<file path="src/rtl/rxts_pkg.sv">
package rxts_pkg;
   localparam int BYTE_W = 8;

   // Address of the status byte relative to the timer bytes
   function automatic int stat_addr(input int timer_bytes);
      return timer_bytes;
   endfunction

   // Base address of the stamp window: upper half of the address space
   function automatic int stamp_base(input int addr_w);
      return 2 ** (addr_w - 1);
   endfunction
endpackage

</file>
<file path="src/rtl/rxts_prescaler.sv">
module rxts_prescaler #(
   parameter int SEL_W          = 2,
   parameter int BASE_LOG2      = 5,
   parameter bit RESTART_ON_SEL = 1'b1
) (
   input  logic             clk,
   input  logic             rst_n,
   input  logic [SEL_W-1:0] sel,
   output logic             tick
);
   localparam int CNT_W = BASE_LOG2 + (2 ** SEL_W) - 1;

   logic [CNT_W-1:0] cnt_q;
   logic [CNT_W-1:0] term;
   logic             restart;

   // term = period - 1, a mask of the low BASE_LOG2+sel bits
   always_comb term = ~({CNT_W{1'b1}} << (BASE_LOG2 + int'(sel)));

   generate
      if (RESTART_ON_SEL) begin : g_restart
         logic [SEL_W-1:0] sel_q;
         always_ff @(posedge clk or negedge rst_n) begin
            if (!rst_n) sel_q <= '0;
            else        sel_q <= sel;
         end
         assign restart = (sel != sel_q);
      end else begin : g_free
         assign restart = 1'b0;
      end
   endgenerate

   assign tick = !restart && (cnt_q >= term);

   always_ff @(posedge clk or negedge rst_n) begin
      if (!rst_n)              cnt_q <= '0;
      else if (restart || tick) cnt_q <= '0;
      else                     cnt_q <= cnt_q + 1'b1;
   end
endmodule

</file>
<file path="src/rtl/rxts_counter.sv">
module rxts_counter #(
   parameter int W  = 16,
   parameter int NB = W / rxts_pkg::BYTE_W
) (
   input  logic                      clk,
   input  logic                      rst_n,
   input  logic                      tick,
   input  logic [NB-1:0]             byte_we,
   input  logic [rxts_pkg::BYTE_W-1:0] wdata,
   output logic [W-1:0]              value,
   output logic                      wrap
);
   import rxts_pkg::*;

   logic [W-1:0] value_q;
   logic [W-1:0] value_d;
   logic         any_we;

   assign any_we = |byte_we;

   always_comb begin
      value_d = value_q;
      if (any_we) begin
         for (int b = 0; b < NB; b++) begin
            if (byte_we[b]) value_d[b*BYTE_W +: BYTE_W] = wdata;
         end
      end else if (tick) begin
         value_d = value_q + 1'b1;
      end
   end

   always_ff @(posedge clk or negedge rst_n) begin
      if (!rst_n) value_q <= '0;
      else        value_q <= value_d;
   end

   assign value = value_q;
   assign wrap  = tick && !any_we && (&value_q);
endmodule

</file>
<file path="src/rtl/rxts_capture_bank.sv">
module rxts_capture_bank #(
   parameter int SLOTS = 8,
   parameter int IDX_W = 4,
   parameter int W     = 16
) (
   input  logic                      clk,
   input  logic                      rst_n,
   input  logic                      rx_evt,
   input  logic [IDX_W-1:0]          rx_idx,
   input  logic [W-1:0]              cap_val,
   output logic [SLOTS-1:0][W-1:0]   stamps
);
   generate
      for (genvar k = 0; k < SLOTS; k++) begin : g_slot
         logic         hit;
         logic [W-1:0] stamp_q;
         assign hit = rx_evt && (rx_idx == IDX_W'(k));
         always_ff @(posedge clk or negedge rst_n) begin
            if (!rst_n)   stamp_q <= '0;
            else if (hit) stamp_q <= cap_val;
         end
         assign stamps[k] = stamp_q;
      end
   endgenerate
endmodule

</file>
<file path="src/rtl/rx_stamp_unit.sv">
module rx_stamp_unit #(
   parameter int TIMER_W      = 16,
   parameter int SLOTS        = 8,
   parameter int IDX_W        = 4,
   parameter int PS_SEL_W     = 2,
   parameter int PS_BASE_LOG2 = 5,
   parameter int ADDR_W       = 5
) (
   input  logic                clk,
   input  logic                rst_n,
   input  logic [PS_SEL_W-1:0] ps_sel,
   input  logic                rx_evt,
   input  logic [IDX_W-1:0]    rx_idx,
   input  logic                host_rd,
   input  logic                host_wr,
   input  logic [ADDR_W-1:0]   host_addr,
   input  logic [7:0]          host_wdata,
   output logic [7:0]          host_rdata,
   output logic                host_rvalid
);
   import rxts_pkg::*;

   localparam int TB         = TIMER_W / BYTE_W;
   localparam int STAT_ADDR  = stat_addr(TB);
   localparam int STAMP_BASE = stamp_base(ADDR_W);

   generate
      if (TIMER_W % BYTE_W != 0 || TB < 1)
         $error("TIMER_W must be a whole number of bytes");
      if (SLOTS < 1 || SLOTS > 2 ** IDX_W)
         $error("SLOTS must fit the receive index width");
      if (SLOTS * TB > STAMP_BASE)
         $error("stamp window exceeds the address space");
      if (STAT_ADDR >= STAMP_BASE)
         $error("status address collides with stamp window");
   endgenerate

   logic                        tick;
   logic                        wrap;
   logic [TB-1:0]               byte_we;
   logic [TIMER_W-1:0]          timer_q;
   logic [SLOTS-1:0][TIMER_W-1:0] stamps_q;
   logic                        ovf_q;
   logic                        ovf_clr;
   logic [BYTE_W-1:0]           rd_mux;

   rxts_prescaler #(
      .SEL_W(PS_SEL_W), .BASE_LOG2(PS_BASE_LOG2), .RESTART_ON_SEL(1'b1)
   ) u_presc (
      .clk(clk), .rst_n(rst_n), .sel(ps_sel), .tick(tick)
   );

   generate
      for (genvar b = 0; b < TB; b++) begin : g_we
         assign byte_we[b] = host_wr && (host_addr == ADDR_W'(b));
      end
   endgenerate

   rxts_counter #(.W(TIMER_W), .NB(TB)) u_cnt (
      .clk(clk), .rst_n(rst_n), .tick(tick), .byte_we(byte_we),
      .wdata(host_wdata), .value(timer_q), .wrap(wrap)
   );

   rxts_capture_bank #(.SLOTS(SLOTS), .IDX_W(IDX_W), .W(TIMER_W)) u_bank (
      .clk(clk), .rst_n(rst_n), .rx_evt(rx_evt), .rx_idx(rx_idx),
      .cap_val(timer_q), .stamps(stamps_q)
   );

   assign ovf_clr = host_wr && (host_addr == ADDR_W'(STAT_ADDR)) && host_wdata[0];

   // A wrap outranks a clear landing on the same edge
   always_ff @(posedge clk or negedge rst_n) begin
      if (!rst_n)       ovf_q <= 1'b0;
      else if (wrap)    ovf_q <= 1'b1;
      else if (ovf_clr) ovf_q <= 1'b0;
   end

   always_comb begin
      rd_mux = '0;
      for (int b = 0; b < TB; b++) begin
         if (host_addr == ADDR_W'(b)) rd_mux = timer_q[b*BYTE_W +: BYTE_W];
      end
      if (host_addr == ADDR_W'(STAT_ADDR)) rd_mux = {{(BYTE_W-1){1'b0}}, ovf_q};
      for (int k = 0; k < SLOTS; k++) begin
         for (int b = 0; b < TB; b++) begin
            if (host_addr == ADDR_W'(STAMP_BASE + k*TB + b))
               rd_mux = stamps_q[k][b*BYTE_W +: BYTE_W];
         end
      end
   end

   always_ff @(posedge clk or negedge rst_n) begin
      if (!rst_n) begin
         host_rdata  <= '0;
         host_rvalid <= 1'b0;
      end else begin
         host_rvalid <= host_rd;
         if (host_rd) host_rdata <= rd_mux;
      end
   end
endmodule

</file>
<file path="config.mk">
export PLATFORM = sky130hd
export DESIGN_NAME = rx_stamp_unit
export DESIGN_NICKNAME = d
export VERILOG_FILES = /design/src/rtl/rxts_pkg.sv /design/src/rtl/rxts_prescaler.sv /design/src/rtl/rxts_counter.sv /design/src/rtl/rxts_capture_bank.sv /design/src/rtl/rx_stamp_unit.sv
export SDC_FILE = /design/constraint.sdc
export NUM_CORES = 1
export LEC_CHECK = 0
export ABC_AREA = 1
export CAP_MARGIN = 40
export CORE_ASPECT_RATIO = 0.75
export CORE_MARGIN = 3
export CORE_UTILIZATION = 65
export CTS_BUF_LIST = sky130_fd_sc_hd__clkbuf_8
export DETAILED_ROUTE_END_ITERATION = 12
export DONT_BUFFER_PORTS = 1
export GPL_TIMING_DRIVEN = 0
export PLACE_DENSITY_LB_ADDON = 0.08
export RECOVER_POWER = 100
export SYNTH_ARGS = -nofsm -noshare
export SYNTH_HDL_FRONTEND = slang
export SYNTH_SLANG_ARGS = --single-unit
</file>
<file path="constraint.sdc">
create_clock -name clk -period 2.2 [get_ports clk]
set_input_delay 0.11 -clock clk [delete_from_list [all_inputs] [get_ports clk]]
set_output_delay 0.11 -clock clk [all_outputs]
set_load 0.01 [all_outputs]
</file>
# Word level (Yosys, flattened, before mapping)
# Cells that the tools add are included.
# W data, S select, Z words.
totals:
  reg_bits: 164
  input_bits: 24
  out_inout_bits: 9
  wordCells: 101
classes:
  n_addsub: 3
  magnitude_cmp: 1
  eq_ne: 28
  n_shift: 1
  n_mux: 26
  n_bitwise: 1
  reduce_logical: 26
ops:
  columns: ["operator", "n"]
  rows:
  - ["$mux W8", 22]
  - ["$eq A5 B5 Y1 const B", 16]
  - ["$mux W16", 2]
  - ["$shl A8 B32 Y8 const A", 1]
  - ["$add A16 B1 Y16 const B", 1]
  - ["$eq A4 B3 Y1 const B", 4]
  - ["$reduce_and A16 Y1", 1]
  - ["$logic_and A1 B1 Y1", 15]
  - ["$add A8 B1 Y8 const B", 1]
  - ["$eq A4 B2 Y1 const B", 2]
  - ["$ge A8 B8 Y1", 1]
  - ["$not A8 Y8", 1]
  - ["$eq A5 B1 Y1 const B", 1]
  - ["$eq A5 B2 Y1 const B", 1]
  - ["$logic_not A5 Y1", 1]
  - ["$add A3 B2 Y4 const A", 1]
  - ["$eq A4 B1 Y1 const B", 1]
  - ["$logic_not A4 Y1", 1]
  - ["$ne A2 B2 Y1 const B", 2]
  - ["$reduce_and A2 Y1", 2]
  - ["$reduce_bool A2 Y1", 2]
  - ["$logic_not A1 Y1", 2]
  - ["$mux W1", 2]
  - ["$ne A2 B2 Y1", 1]
  - ["other kinds (2)", 2]

# Logic depth before layout (Yosys ltp)
logic_depth:
  depth_word: 20
  mapped_depth: 16
  depth_no_buf: 16

# Cells and area by module
# Synthesis repeated with hierarchy kept, for this count alone.
unflattened:
  cells_unflattened: 1216
  hier_area_um2: 9057.4
modules_own_cells:
  columns: ["mod", "instances", "cells_each", "area_per_inst_um2"]
  rows:
  - ["rxts_capture_bank", 1, 621, 5539.1]
  - ["rx_stamp_unit", 1, 345, 1701.6]
  - ["rxts_counter", 1, 171, 1189.9]
  - ["rxts_prescaler", 1, 79, 626.9]

# Least setup slack after synthesis
# No wires, ideal clock.
synth_timing:
  kind: "register -> register"
  start: "reg u_presc.cnt_q[4]"
  end: "reg u_cnt.value_q[12] (netlist: u_cnt.value[12])"
  t_arrival_ns: 1.756
  slack_ns: 0.318
  stages_incl_launch_ff: 13
  synth_period_minus_slack_ns: 1.882
  path_cell_list: "dfrtp_1 > ha_1 > nand3_1 > nor2_1 > o21a_1 > o21a_1 > o21ai_1 > nand2_1 > nand3_2 > nand2_2 > buf_4 > nor2_1 > a21oi_1"
synth_via:
  elab_chain_cells: 4
synth_lines:
  columns: ["element", "line_no", "text"]
  rows:
  - ["start: declaration", "rxts_prescaler.sv:13", "logic [CNT_W-1:0] cnt_q;"]
  - ["start signal: assignment", "rxts_prescaler.sv:38", "else cnt_q <= cnt_q + 1'b1;"]
  - ["$ge A8 B8 Y1", "rxts_prescaler.sv:33", "assign tick = !restart && (cnt_q >= term);"]
  - ["$logic_and A1 B1 Y1", "rxts_prescaler.sv:33", null]
  - ["$reduce_bool A2 Y1 (no line)", null, null]
  - ["$reduce_and A2 Y1 (no line)", null, null]
  - ["end signal: assignment", "rxts_counter.sv:34", "else value_q <= value_d;"]
  - ["end: declaration", "rxts_counter.sv:15", "logic [W-1:0] value_q;"]
# Every way passes these cells.
# A chain may end at the register's enable or synchronous reset.

# Final worst setup path
layout_timing:
  start: "reg u_presc.cnt_q[4]"
  end: "reg u_cnt.value_q[15] (netlist: u_cnt.value[15])"
# The elaborated chain is that of the path after synthesis.

==> flow_results.org <==
** Status
- Outcome :: complete, but fails checks
- Failing checks :: negative hold slack

** Timing
- Share of the cycle needed by the critical path after routing :: 95.8%
- Finish-stage setup viols :: 0
- The total count of max-transition violations in the final report came to 0.
- For the final database, setup skew stands at 0.0118 ns.
- For this run, the top clock speed supported by timing is 0.475 GHz.
- Setup slack on the critical path of the routed design comes to 0.0930 ns.
- Unrepaired setup endpoints after global routing :: true
- Max transition margin :: 45.7%
- For the pin with the worst max-slew slack, the measured transition is 0.814 ns.
- Worst hold-check slack :: -0.661 ns
- Endpoints failing hold :: 164
- Post-layout minimum cycle time :: 2.11 ns

** Clock tree
- For this design, the CTS-stage hold fixing added 20 buffers.
- Reg clk slew, reported paths :: 0.10 ns
- The tree is rooted in a sky130_fd_sc_hd__clkbuf_8.
- Number of sinks on the clock net :: 164
- TritonCTS built the clock tree.
- H-tree levels :: 4
- The number of clock buffers added by TritonCTS is 17.
- Worst-skew pair later-pin latency :: 0.46 ns
- In this run the deepest clock path goes through 2 buffers.

** Routing
- Wirelength, routed :: 22.1 mm
- The pre-antenna-repair detailed-routing pass consisted of 5 iterations.
- Drt wl/cell :: 18.4 µm
- Via density per instance :: 5.90
- Summing over every cut layer, the via total after detailed routing is 7,109.
- Initial DRC count :: 799
- After detailed routing, the number of remaining DRC violations is 0.
- Antenna violation net count after detailed routing :: 0

** Yosys
- Among all flip-flop cells after synthesis, the most frequent one is sky130_fd_sc_hd__dfrtp_1.
- Netlist area before placement :: 7850 µm²
- Yosys mapped a number of flops with a built-in enable equal to 0.
- During synthesis, Yosys emitted a total of 0 warnings.
- In this run the mean area of a mapped cell was 7.95 µm².
- Yosys cell types :: 36
- Yosys reg bits :: 164
- The number of nets handed over by synthesis was 1,018.
- Sequential elements use 52.3% of the synthesized area.
- Counting flops with an async set or reset pin after synthesis yields a share of 100%.
- The cell count after synthesis came out at 987.

** Setup path
- Worst Path Arrival :: 2.43 ns
- Traced cell by cell, the critical path runs through ha_1 > nand3_1 > nor2_1 > o21a_1 > o21a_1 > o21ai_2 > nand2_2 > nand3_4 > nand2_4 > buf_4 > nand2_1 > o21ai_1.
- The largest single stage delay on the critical path is 0.42 ns.
- Maximum net fanout on the critical path :: 10
- Startpoint type of the worst setup path :: flop
- The worst setup path is of the flop to flop kind.
- The most critical setup path has its endpoint at u_cnt.value[15]$_DFFE_PN0P_.
- Counting stages on the worst path, the most repeated cell is sky130_fd_sc_hd__o21a_1.
- STA classifies the critical path endpoint as a flop.
- Standard cell with the maximum stage delay on the critical path :: sky130_fd_sc_hd__dfrtp_1
- Across all register-to-register paths, the minimum setup slack is 0.09 ns.
- Measured in cells, the most critical reg-to-reg path has a length of 12.
- Critical path startpoint :: u_presc.cnt_q[4]$_DFF_PN0_
- Crit Reg-Reg Startpoint :: u_presc.cnt_q[4]$_DFF_PN0_
- Critical R2R Capture :: u_cnt.value[15]$_DFFE_PN0P_
- At the worst endpoint, the required time is 2.52 ns.

** Cells and area
- Number of antenna diodes :: 0
- The post-route netlist has 8.25% of its cells at a drive strength greater than 1.
- Final cell count without fillers :: 1,205
- Area grow syn2layout :: 10.9%
- Measured on the finished design, the core utilization comes to 74.4%.
- In the layout the commonest cells are sky130_fd_sc_hd__nand2_1 (319), sky130_fd_sc_hd__dfrtp_1 (164), sky130_fd_sc_hd__o21ai_0 (144).
- Net total in the final layout :: 1,061
- Leaving out fill and tap cells, the most frequent cell in the layout is sky130_fd_sc_hd__nand2_1.

** GRT
- For met2 alone, demand over resource in global routing was 51.3%.
- In the global route stage, overall resource usage came out at 34.5%.
- The first global-routing pass estimated 35.3 mm of wire.
- Antenna violations before repair :: 0
- Pin count of the biggest net entering global routing :: 165
- Global routing finished with a remaining overflow of 0.
- The number of global-route vias before repair is 6,643.
- Most congested layer reported by global routing :: met2
- Global routing used 11.6% of the available met3 tracks.
- Global routing consumed, on the met1 layer, 49.0% of the routing resources.

** Placed design
- Buffers placed on the I/O ports in this run total 0.
- At the end of routability-driven placement, the weighted congestion stood at 0.902.
- Detailed placement ended at an HPWL of 14.6 mm.
- # placed instances :: 1,149
- Placement Setup Slack :: -0.0379 ns

** Hold path
- Class of the tightest hold or removal check :: input port to async pin

** Floorplanning
- Die outline area :: 13,400 µm²
- The initial utilization of the core area, before any placement, comes to 67.1%.
- Top Ports :: 33
- The region available for standard cell placement spans 11,700 µm².
- Std-Cell Rows :: 34
- Die X :: 133 µm
- From bottom edge to top edge, the die measures 101 µm.

** Power and ir drop
- Worst IR drop on VDD :: 501 µV
- For this design the ratio of total power to cell area is 877 nW/µm².
- Total chip power :: 7.64 mW
- For this design the static power due to leakage is 4.08 nW.

** Run
- Across the run, the number of max-cap violations was 0.
## kinds of logic after synthesis
group | synth area share [%]
simple gates | 26.8
compound gates | 12.8
flops | 52.3
buf+inv | 6.35
fa+ha+maj | 1.12
xor+xnor | 0.558
other cells | 0.0478
## worst min path at each step
stage	to	depth (start not counted)
after floorplan	host_rdata[0]$_DFFE_PN0P_	0
after global placement	host_rdata[2]$_DFFE_PN0P_	0
after detailed placement	host_rdata[2]$_DFFE_PN0P_	0
after CTS	u_presc.cnt_q[3]$_DFF_PN0_	0
after global routing	u_bank.g_slot[6].stamp_q[15]$_DFFE_PN0P_	0
final	host_rdata[3]$_DFFE_PN0P_	0
## worst max-delay path, delay by kind of cell, from the launching register on
| family | cells | cell delay (ns) |
|---|---|---|
| AOI/OAI and AO/OA | 4 | 0.56 |
| adders and majority gates | 1 | 0.30 |
| buffers and inverters | 1 | 0.18 |
| DFF | 1 | 0.42 |
| and+or+nand+nor | 6 | 0.49 |
## report_power, final
| part | leakage (nW) | internal, mW | switching, mW |
|---|---|---|---|
| Sequential | 2.10 | 3.67 | 0.445 |
| Combinational | 1.79 | 0.448 | 0.917 |
| Clock | 0.191 | 0.972 | 1.19 |
| Total | 4.08 | 5.09 | 2.55 |
## sequential cells by signal (all words and copies together) (netlist names)
| register | count |
|---|---|
| ovf_q | 1 |
| u_presc.cnt_q | 8 |
| u_cnt.value | 16 |
| u_presc.g_restart.sel_q | 2 |
| u_bank.g_slot.stamp_q | 128 |
| host_rdata | 8 |
| host_rvalid | 1 |
## synthesized netlist by cell type, types with 6 or more instances
master                       n  share of area (%)
sky130_fd_sc_hd__nand2_1   320                 15
sky130_fd_sc_hd__or2_0       6               0.48
sky130_fd_sc_hd__inv_1      71                3.4
sky130_fd_sc_hd__ha_1        7                1.1
sky130_fd_sc_hd__nor2_1     82                3.9
sky130_fd_sc_hd__dfrtp_1   164                 52
sky130_fd_sc_hd__inv_2      18               0.86
sky130_fd_sc_hd__a31oi_1     7               0.56
sky130_fd_sc_hd__o21ai_1    14               0.89
sky130_fd_sc_hd__nand3_1    22                1.4
sky130_fd_sc_hd__o21ai_0   144                9.2
sky130_fd_sc_hd__nand4_1    30                2.4
sky130_fd_sc_hd__a21oi_1    18                1.1
sky130_fd_sc_hd__clkbuf_1   29                1.4
## metal layers
metal / share of wire (%) / vias up
met1: 43 / 3389
li1: - / 3276
met2: 43 / 400
met5: 0 / -
met4: 2.2 / 0
met3: 12 / 44
## area by class of cell
type                            instances  area, µm²
Sequential cell                       164       4100
Multi-Input combinational cell        698       3290
Fill cell                             891       2990
Clock buffer                           19        262
Inverter                               89        339
Buffer                                 36        164
Tap cell                              162        203
Clock inverter                         13        123
Timing Repair Buffer                   24        223
## per-stage QoR
step	instance area (µm²)	setup TNS (ns)
floorplan	7850	0
global placement	8050	-0.0457
detailed placement	8050	-0.0379
CTS	8640	0
global route	8700	-0.128
finish	8700	0
## what timing repair did
action	in CTS	in global routing
hold endpoints to repair	198	164
setup endpoints to repair	1	20
buffers inserted	0	4
gates resized for setup	1	11
pin swaps	0	1
Note: power is estimated with default switching activity, not from simulation.
